[config.mk]
export PLATFORM = sky130hd
export DESIGN_NAME = pinbyte_gpio
export DESIGN_NICKNAME = d
export VERILOG_FILES = /design/src/rtl/pbg_pkg.sv /design/src/rtl/pbg_decode.sv /design/src/rtl/pbg_sync.sv /design/src/rtl/pbg_bank.sv /design/src/rtl/pinbyte_gpio.sv
export SDC_FILE = /design/constraint.sdc
export NUM_CORES = 1
export LEC_CHECK = 0
export ABC_AREA = 1
export BUFFER_PORTS_ARGS = -buffer_cell sky130_fd_sc_hd__buf_2
export CAP_MARGIN = 20
export CORE_MARGIN = 2
export CORE_UTILIZATION = 35
export DETAILED_ROUTE_END_ITERATION = 7
export GPL_TIMING_DRIVEN = 1
export SETUP_SLACK_MARGIN = 0.5
export SLEW_MARGIN = 20
export SYNTH_ARGS = -nofsm -noshare
export SYNTH_HDL_FRONTEND = slang
export SYNTH_SLANG_ARGS = --single-unit
[constraint.sdc]
create_clock -name clk -period 2.1 [get_ports clk]
set_input_delay 0.42 -clock clk [delete_from_list [all_inputs] [get_ports clk]]
set_output_delay 0.42 -clock clk [all_outputs]
set_load 0.05 [all_outputs]
[src/rtl/pbg_pkg.sv]
package pbg_pkg;

   // Width of the register bus data path.
   localparam int WORD_W = 32;

   // Access size flag carried on req_size.
   typedef enum logic {
      ACC_BYTE = 1'b0,
      ACC_WORD = 1'b1
   } acc_e;

   // Result of decoding one request address.
   typedef struct packed {
      logic pin_hit;
      logic dir_hit;
   } hit_t;

endpackage

[src/rtl/pbg_decode.sv]
module pbg_decode
   import pbg_pkg::*;
#(
   parameter int NUM_PORTS     = 8,
   parameter int PINS_PER_PORT = 32,
   parameter int ADDR_W        = 14,
   parameter int DIR_BASE      = 'h2000
) (
   input  logic [ADDR_W-1:0] addr,
   input  logic              size,
   output hit_t              hit,
   output logic [((NUM_PORTS*PINS_PER_PORT) > 1 ? $clog2(NUM_PORTS*PINS_PER_PORT) : 1)-1:0] pin_idx,
   output logic [(NUM_PORTS > 1 ? $clog2(NUM_PORTS) : 1)-1:0] dir_port
);

   localparam int NPINS  = NUM_PORTS * PINS_PER_PORT;
   localparam int PIN_W  = (NPINS > 1) ? $clog2(NPINS) : 1;
   localparam int PORT_W = (NUM_PORTS > 1) ? $clog2(NUM_PORTS) : 1;
   localparam logic [ADDR_W-1:0] PIN_END_A  = ADDR_W'(NPINS);
   localparam logic [ADDR_W-1:0] DIR_BASE_A = ADDR_W'(DIR_BASE);
   localparam logic [ADDR_W-1:0] DIR_END_A  = ADDR_W'(DIR_BASE + 4 * NUM_PORTS);

   logic aligned;

   always_comb begin
      aligned     = (addr[1:0] == 2'b00);
      hit.pin_hit = (size == ACC_BYTE) && (addr < PIN_END_A);
      hit.dir_hit = (size == ACC_WORD) && aligned
                    && (addr >= DIR_BASE_A) && (addr < DIR_END_A);
      pin_idx     = PIN_W'(addr);
      dir_port    = PORT_W'((addr - DIR_BASE_A) >> 2);
   end

endmodule

[src/rtl/pbg_sync.sv]
module pbg_sync #(
   parameter int WIDTH  = 256,
   parameter int STAGES = 2
) (
   input  logic             clk,
   input  logic             rst_n,
   input  logic [WIDTH-1:0] d,
   output logic [WIDTH-1:0] q
);

   logic [WIDTH-1:0] stage_q [STAGES];

   always_ff @(posedge clk or negedge rst_n) begin
      if (!rst_n) stage_q[0] <= '0;
      else        stage_q[0] <= d;
   end

   for (genvar s = 1; s < STAGES; s++) begin : g_stage
      always_ff @(posedge clk or negedge rst_n) begin
         if (!rst_n) stage_q[s] <= '0;
         else        stage_q[s] <= stage_q[s-1];
      end
   end

   assign q = stage_q[STAGES-1];

endmodule

[src/rtl/pbg_bank.sv]
module pbg_bank #(
   parameter int PINS = 32
) (
   input  logic                               clk,
   input  logic                               rst_n,
   input  logic                               pin_we,
   input  logic [(PINS > 1 ? $clog2(PINS) : 1)-1:0] pin_bit,
   input  logic                               pin_val,
   input  logic                               dir_we,
   input  logic [PINS-1:0]                    dir_wdata,
   output logic [PINS-1:0]                    dir_q,
   output logic [PINS-1:0]                    out_q
);

   // Direction word: written as a whole.
   always_ff @(posedge clk or negedge rst_n) begin
      if (!rst_n)      dir_q <= '0;
      else if (dir_we) dir_q <= dir_wdata;
   end

   // Output values: one flop per pin, written one pin at a time.
   for (genvar b = 0; b < PINS; b++) begin : g_pin
      always_ff @(posedge clk or negedge rst_n) begin
         if (!rst_n)                      out_q[b] <= 1'b0;
         else if (pin_we && pin_bit == b) out_q[b] <= pin_val;
      end
   end

endmodule

[src/rtl/pinbyte_gpio.sv]
module pinbyte_gpio
   import pbg_pkg::*;
#(
   parameter int NUM_PORTS     = 8,
   parameter int PINS_PER_PORT = 32,
   parameter int ADDR_W        = 14,
   parameter int DIR_BASE      = 'h2000,
   parameter int SYNC_STAGES   = 2
) (
   input  logic                                 clk,
   input  logic                                 rst_n,
   input  logic                                 req_valid,
   input  logic                                 req_write,
   input  logic                                 req_size,
   input  logic [ADDR_W-1:0]                    req_addr,
   input  logic [31:0]                          req_wdata,
   output logic                                 rsp_valid,
   output logic [31:0]                          rsp_rdata,
   input  logic [NUM_PORTS*PINS_PER_PORT-1:0]   pad_in,
   output logic [NUM_PORTS*PINS_PER_PORT-1:0]   pad_oe,
   output logic [NUM_PORTS*PINS_PER_PORT-1:0]   pad_out
);

   localparam int NPINS  = NUM_PORTS * PINS_PER_PORT;
   localparam int PIN_W  = (NPINS > 1) ? $clog2(NPINS) : 1;
   localparam int PORT_W = (NUM_PORTS > 1) ? $clog2(NUM_PORTS) : 1;
   localparam int BIT_W  = (PINS_PER_PORT > 1) ? $clog2(PINS_PER_PORT) : 1;

   // Elaboration-time parameter checks.
   if (PINS_PER_PORT > WORD_W || (PINS_PER_PORT & (PINS_PER_PORT - 1)) != 0) begin : g_bad_pins
      $error("PINS_PER_PORT must be a power of two no larger than the word");
   end
   if (SYNC_STAGES < 2) begin : g_bad_sync
      $error("SYNC_STAGES must be at least 2");
   end
   if (NPINS > DIR_BASE || (DIR_BASE % 4) != 0) begin : g_bad_base
      $error("DIR_BASE must be word aligned and above the pin area");
   end
   if (DIR_BASE + 4 * NUM_PORTS > (1 << ADDR_W)) begin : g_bad_addr
      $error("ADDR_W too narrow for the direction words");
   end

   hit_t              hit;
   logic [PIN_W-1:0]  pin_idx;
   logic [PORT_W-1:0] dir_port;
   logic [PORT_W-1:0] pin_port;
   logic [BIT_W-1:0]  pin_bit;
   logic              wr_fire;
   logic              rd_fire;
   logic              pin_val;
   logic [NPINS-1:0]  sync_in;
   logic [PINS_PER_PORT-1:0] dir_words [NUM_PORTS];
   logic [WORD_W-1:0] rd_next;

   pbg_decode #(
      .NUM_PORTS     (NUM_PORTS),
      .PINS_PER_PORT (PINS_PER_PORT),
      .ADDR_W        (ADDR_W),
      .DIR_BASE      (DIR_BASE)
   ) u_decode (
      .addr     (req_addr),
      .size     (req_size),
      .hit      (hit),
      .pin_idx  (pin_idx),
      .dir_port (dir_port)
   );

   pbg_sync #(
      .WIDTH  (NPINS),
      .STAGES (SYNC_STAGES)
   ) u_sync (
      .clk   (clk),
      .rst_n (rst_n),
      .d     (pad_in),
      .q     (sync_in)
   );

   assign wr_fire  = req_valid && req_write;
   assign rd_fire  = req_valid && !req_write;
   assign pin_port = PORT_W'(pin_idx >> BIT_W);
   assign pin_bit  = BIT_W'(pin_idx);
   assign pin_val  = |req_wdata[7:0];

   for (genvar p = 0; p < NUM_PORTS; p++) begin : g_port
      logic pin_we_p;
      logic dir_we_p;

      assign pin_we_p = wr_fire && hit.pin_hit && (pin_port == p);
      assign dir_we_p = wr_fire && hit.dir_hit && (dir_port == p);

      pbg_bank #(
         .PINS (PINS_PER_PORT)
      ) u_bank (
         .clk       (clk),
         .rst_n     (rst_n),
         .pin_we    (pin_we_p),
         .pin_bit   (pin_bit),
         .pin_val   (pin_val),
         .dir_we    (dir_we_p),
         .dir_wdata (PINS_PER_PORT'(req_wdata)),
         .dir_q     (dir_words[p]),
         .out_q     (pad_out[p*PINS_PER_PORT +: PINS_PER_PORT])
      );

      assign pad_oe[p*PINS_PER_PORT +: PINS_PER_PORT] = dir_words[p];
   end

   // Read data selection.
   always_comb begin
      rd_next = '0;
      if (hit.pin_hit) begin
         rd_next[0] = pad_oe[pin_idx] ? pad_out[pin_idx] : sync_in[pin_idx];
      end else if (hit.dir_hit) begin
         rd_next = WORD_W'(dir_words[dir_port]);
      end
   end

   always_ff @(posedge clk or negedge rst_n) begin
      if (!rst_n) begin
         rsp_valid <= 1'b0;
         rsp_rdata <= '0;
      end else begin
         rsp_valid <= rd_fire;
         if (rd_fire) rsp_rdata <= rd_next;
      end
   end

endmodule

==> flow_metrics.env <==
export IMPL_status="finished, final reports clean"
export IMPL_fp_dieH_um=353
export IMPL_via_per_inst=5.34
export IMPL_tightestPinTransition_ns=0.627
export IMPL_cts_buffers=111
export IMPL_start_util=0.351
export IMPL_worstSetupPathType="reg -> out"
export IMPL_netlist_area_leader_share=0.620
export IMPL_gp_congestion=0.939
export IMPL_dp_slack_ns=-0.858
export IMPL_start_kind="register"
export IMPL_timing_hold_ws_ns=0.0605
export IMPL_synthFlopType="dfrtp_1"
export IMPL_die_width_um=353
export IMPL_grt_pass1_vias=41680
export IMPL_end_kind="output pin"
export IMPL_root_buffer="clkbuf_16"
export IMPL_vias=43847
export IMPL_grt_pass1_wl_mm=291
export IMPL_numPlacedInstances=7466
export IMPL_routed_wl_mm=216
export IMPL_post_synth_cell_area_avg_um2=8.95
export IMPL_drive_gt1_frac=0.328
export IMPL_dpl_cell_area_um2=53600
export IMPL_clock_skew_final_ns=0.0270
export IMPL_clkTransAtPathRegs_ns=0.06
export IMPL_grt_max_degree=99
export IMPL_antenna_found_initial=10
export IMPL_numPortBuffers=851
export IMPL_post_route_period_util=0.932
export IMPL_max_freq_mhz=511
export IMPL_totalPowerFinal_mw=45.8
export IMPL_synth_area_leaders="dfrtp_1 62%, nand2_1 18%, o21ai_0 4.7%, nor2_1 2.2%, a21oi_1 1.8%"
export IMPL_crit_arrival_ns=1.54
export IMPL_die_area_um2=125000
export IMPL_yosys_warnings=0
export IMPL_relSlewSlack=0.582
export IMPL_synth_seq_area_share=0.620
export IMPL_synthCells=4767
export IMPL_synth_seq_cells=1057
export IMPL_clock_latency_ns=0.78
export IMPL_final_max_slew_violation_count=0
export IMPL_synth_nets=5074
export IMPL_drv_cap=0
export IMPL_async_reset_ff_frac=1.00
export IMPL_hpwl_mm=148
export IMPL_hp_class="in -> reg"
export IMPL_cts_tree="yes"
export IMPL_h_tree_depth=3
export IMPL_rows=128
export IMPL_coreArea_um2=121000
export IMPL_drt_first_pass_iters=8
export IMPL_crit_required_ns=1.68
export IMPL_fin_cells=8209
export IMPL_rsz0062_at_grt="true"
export IMPL_grt_usage=0.321
export IMPL_ios=852
export IMPL_reg2reg_slack_ns=0.20
export IMPL_clock_path_buffers=3
export IMPL_vdd_drop_max_mv=0.785
export IMPL_finalHoldViolations=0
export IMPL_wl_per_cell_um=26.3
export IMPL_postLayoutCellArea_um2=67000
export IMPL_p_leak_nw=32.5
export IMPL_setup_ws_ns=0.142
export IMPL_grt_overflow_total=0
export IMPL_drt_initial_drc_count=5183
export IMPL_synth_distinct_cells=37
export IMPL_crit_fanout=2
export IMPL_synth_edf_count=0
export IMPL_power_density_nw_per_um2=684
export IMPL_fillers=10503
export IMPL_setup_violations=0
export IMPL_final_nets=6793
export IMPL_min_period_ns=1.96
export IMPL_ant_nets=0
export IMPL_synth_area_um2=42700
export IMPL_drc=0
export IMPL_cts_sinks=1057
export IMPL_area_growth_syn_to_layout_pct=57.1
export IMPL_yosys_area_top_type="dfrtp_1"
-- through the flow --
step                setup TNS (ns)   util
floorplan                        0      -
global placement           -137.49  0.442
detailed placement         -162.07  0.442
CTS                              0  0.525
global route                     0  0.552
finish                           0  0.552
-- logic make-up after synthesis --
logic type	synth area share
flops	0.620
buf+inv	0.0422
compound gates	0.115
simple gates	0.222
-- cells in the final DEF (no fill, tap or decap), drive strengths merged, types with 3 or more instances in the layout --
cell / n
dfrtp: 1057
nor2: 268
diode: 6
a21oi: 156
a2bb2oi: 3
nand4: 36
nor3: 22
inv: 133
nand3: 80
clkbuf: 182
dlygate4sd3: 261
a31oi: 67
o31ai: 35
o22ai: 114
o21ai: 472
nand2: 2002
buf: 1599
o21a: 17
a32o: 19
clkinvlp: 11
clkinv: 26
bufinv: 11
-- synthesized netlist by cell type (20+ instances only) --
library cell  count
a21oi_1         156
nand4_1          36
o31ai_1          35
buf_1            23
nand2_1        1992
nor2_1          252
o21ai_0         397
a31oi_1          67
inv_1           123
nor3_2           20
o22ai_1         114
dfrtp_1        1057
buf_2           110
o21ai_1          75
clkbuf_1        124
nand3_1          80
-- sequential cells by signal, summed over array words and instances (netlist names) --
| register | flops |
|---|---|
| rsp_rdata | 32 |
| u_sync.q | 256 |
| rsp_valid | 1 |
| g_port.u_bank.dir_q | 256 |
| g_port.u_bank.out_q | 256 |
| u_sync.stage_q | 256 |
-- critical path: stages (launching register included) --
cell     delay, ns
dfrtp_1       0.40
buf_6         0.13
buf_6         0.11
buf_8         0.14
-- where the power goes --
group / internal, mW / switching [mW]
logic: 1.49 / 2.37
registers: 20.9 / 0.179
clock network: 12.1 / 8.83
-- what timing repair did --
action,CTS,global route
hold buffers,261,0
gates resized for setup,849,640
pin swaps,3,17
cloned,0,36
endpoints found under the hold margin,546,0
setup buffers,145,90
endpoints found under the setup margin,826,865
-- final timing paths --
check	startpoint	cells past startpoint	to
hold / removal	req_wdata[27]	3	g_port[5].u_bank.dir_q[27]
setup reg to reg	g_port[1].u_bank.dir_q[19]	16	rsp_rdata[0]
max in group asynchronous	rst_n	4	g_port[1].u_bank.out_q[29]
setup / recovery	g_port[0].u_bank.dir_q[15]	3	pad_oe[15]
hold reg to reg	u_sync.stage_q[462]	0	u_sync.q[206]
min in group asynchronous	rst_n	2	g_port[1].u_bank.dir_q[30]
-- final cells by class --
| cell class | instances | area (um2) | share of cell area |
|---|---|---|---|
| antenna | 6 | 15.0 | 0.000224 |
| clock buffer | 158 | 3230 | 0.0482 |
| clock inverter | 47 | 636 | 0.00949 |
| inverter | 134 | 586 | 0.00874 |
| multi-input combinational | 3298 | 15600 | 0.232 |
| sequential | 1057 | 26600 | 0.397 |
| tap | 1625 | 2030 | 0.0303 |
| timing repair buffer | 1884 | 18400 | 0.274 |
-- metal layers --
layer  global-route usage  vias up  wire, um
met2                0.526     2811    101000
met3               0.0821      704     22300
met4                0.189        4     16800
met5                    0        -        32
met1                0.383    21356     76100
li1                     -    18972         -
(Power assumes the default switching activity.)
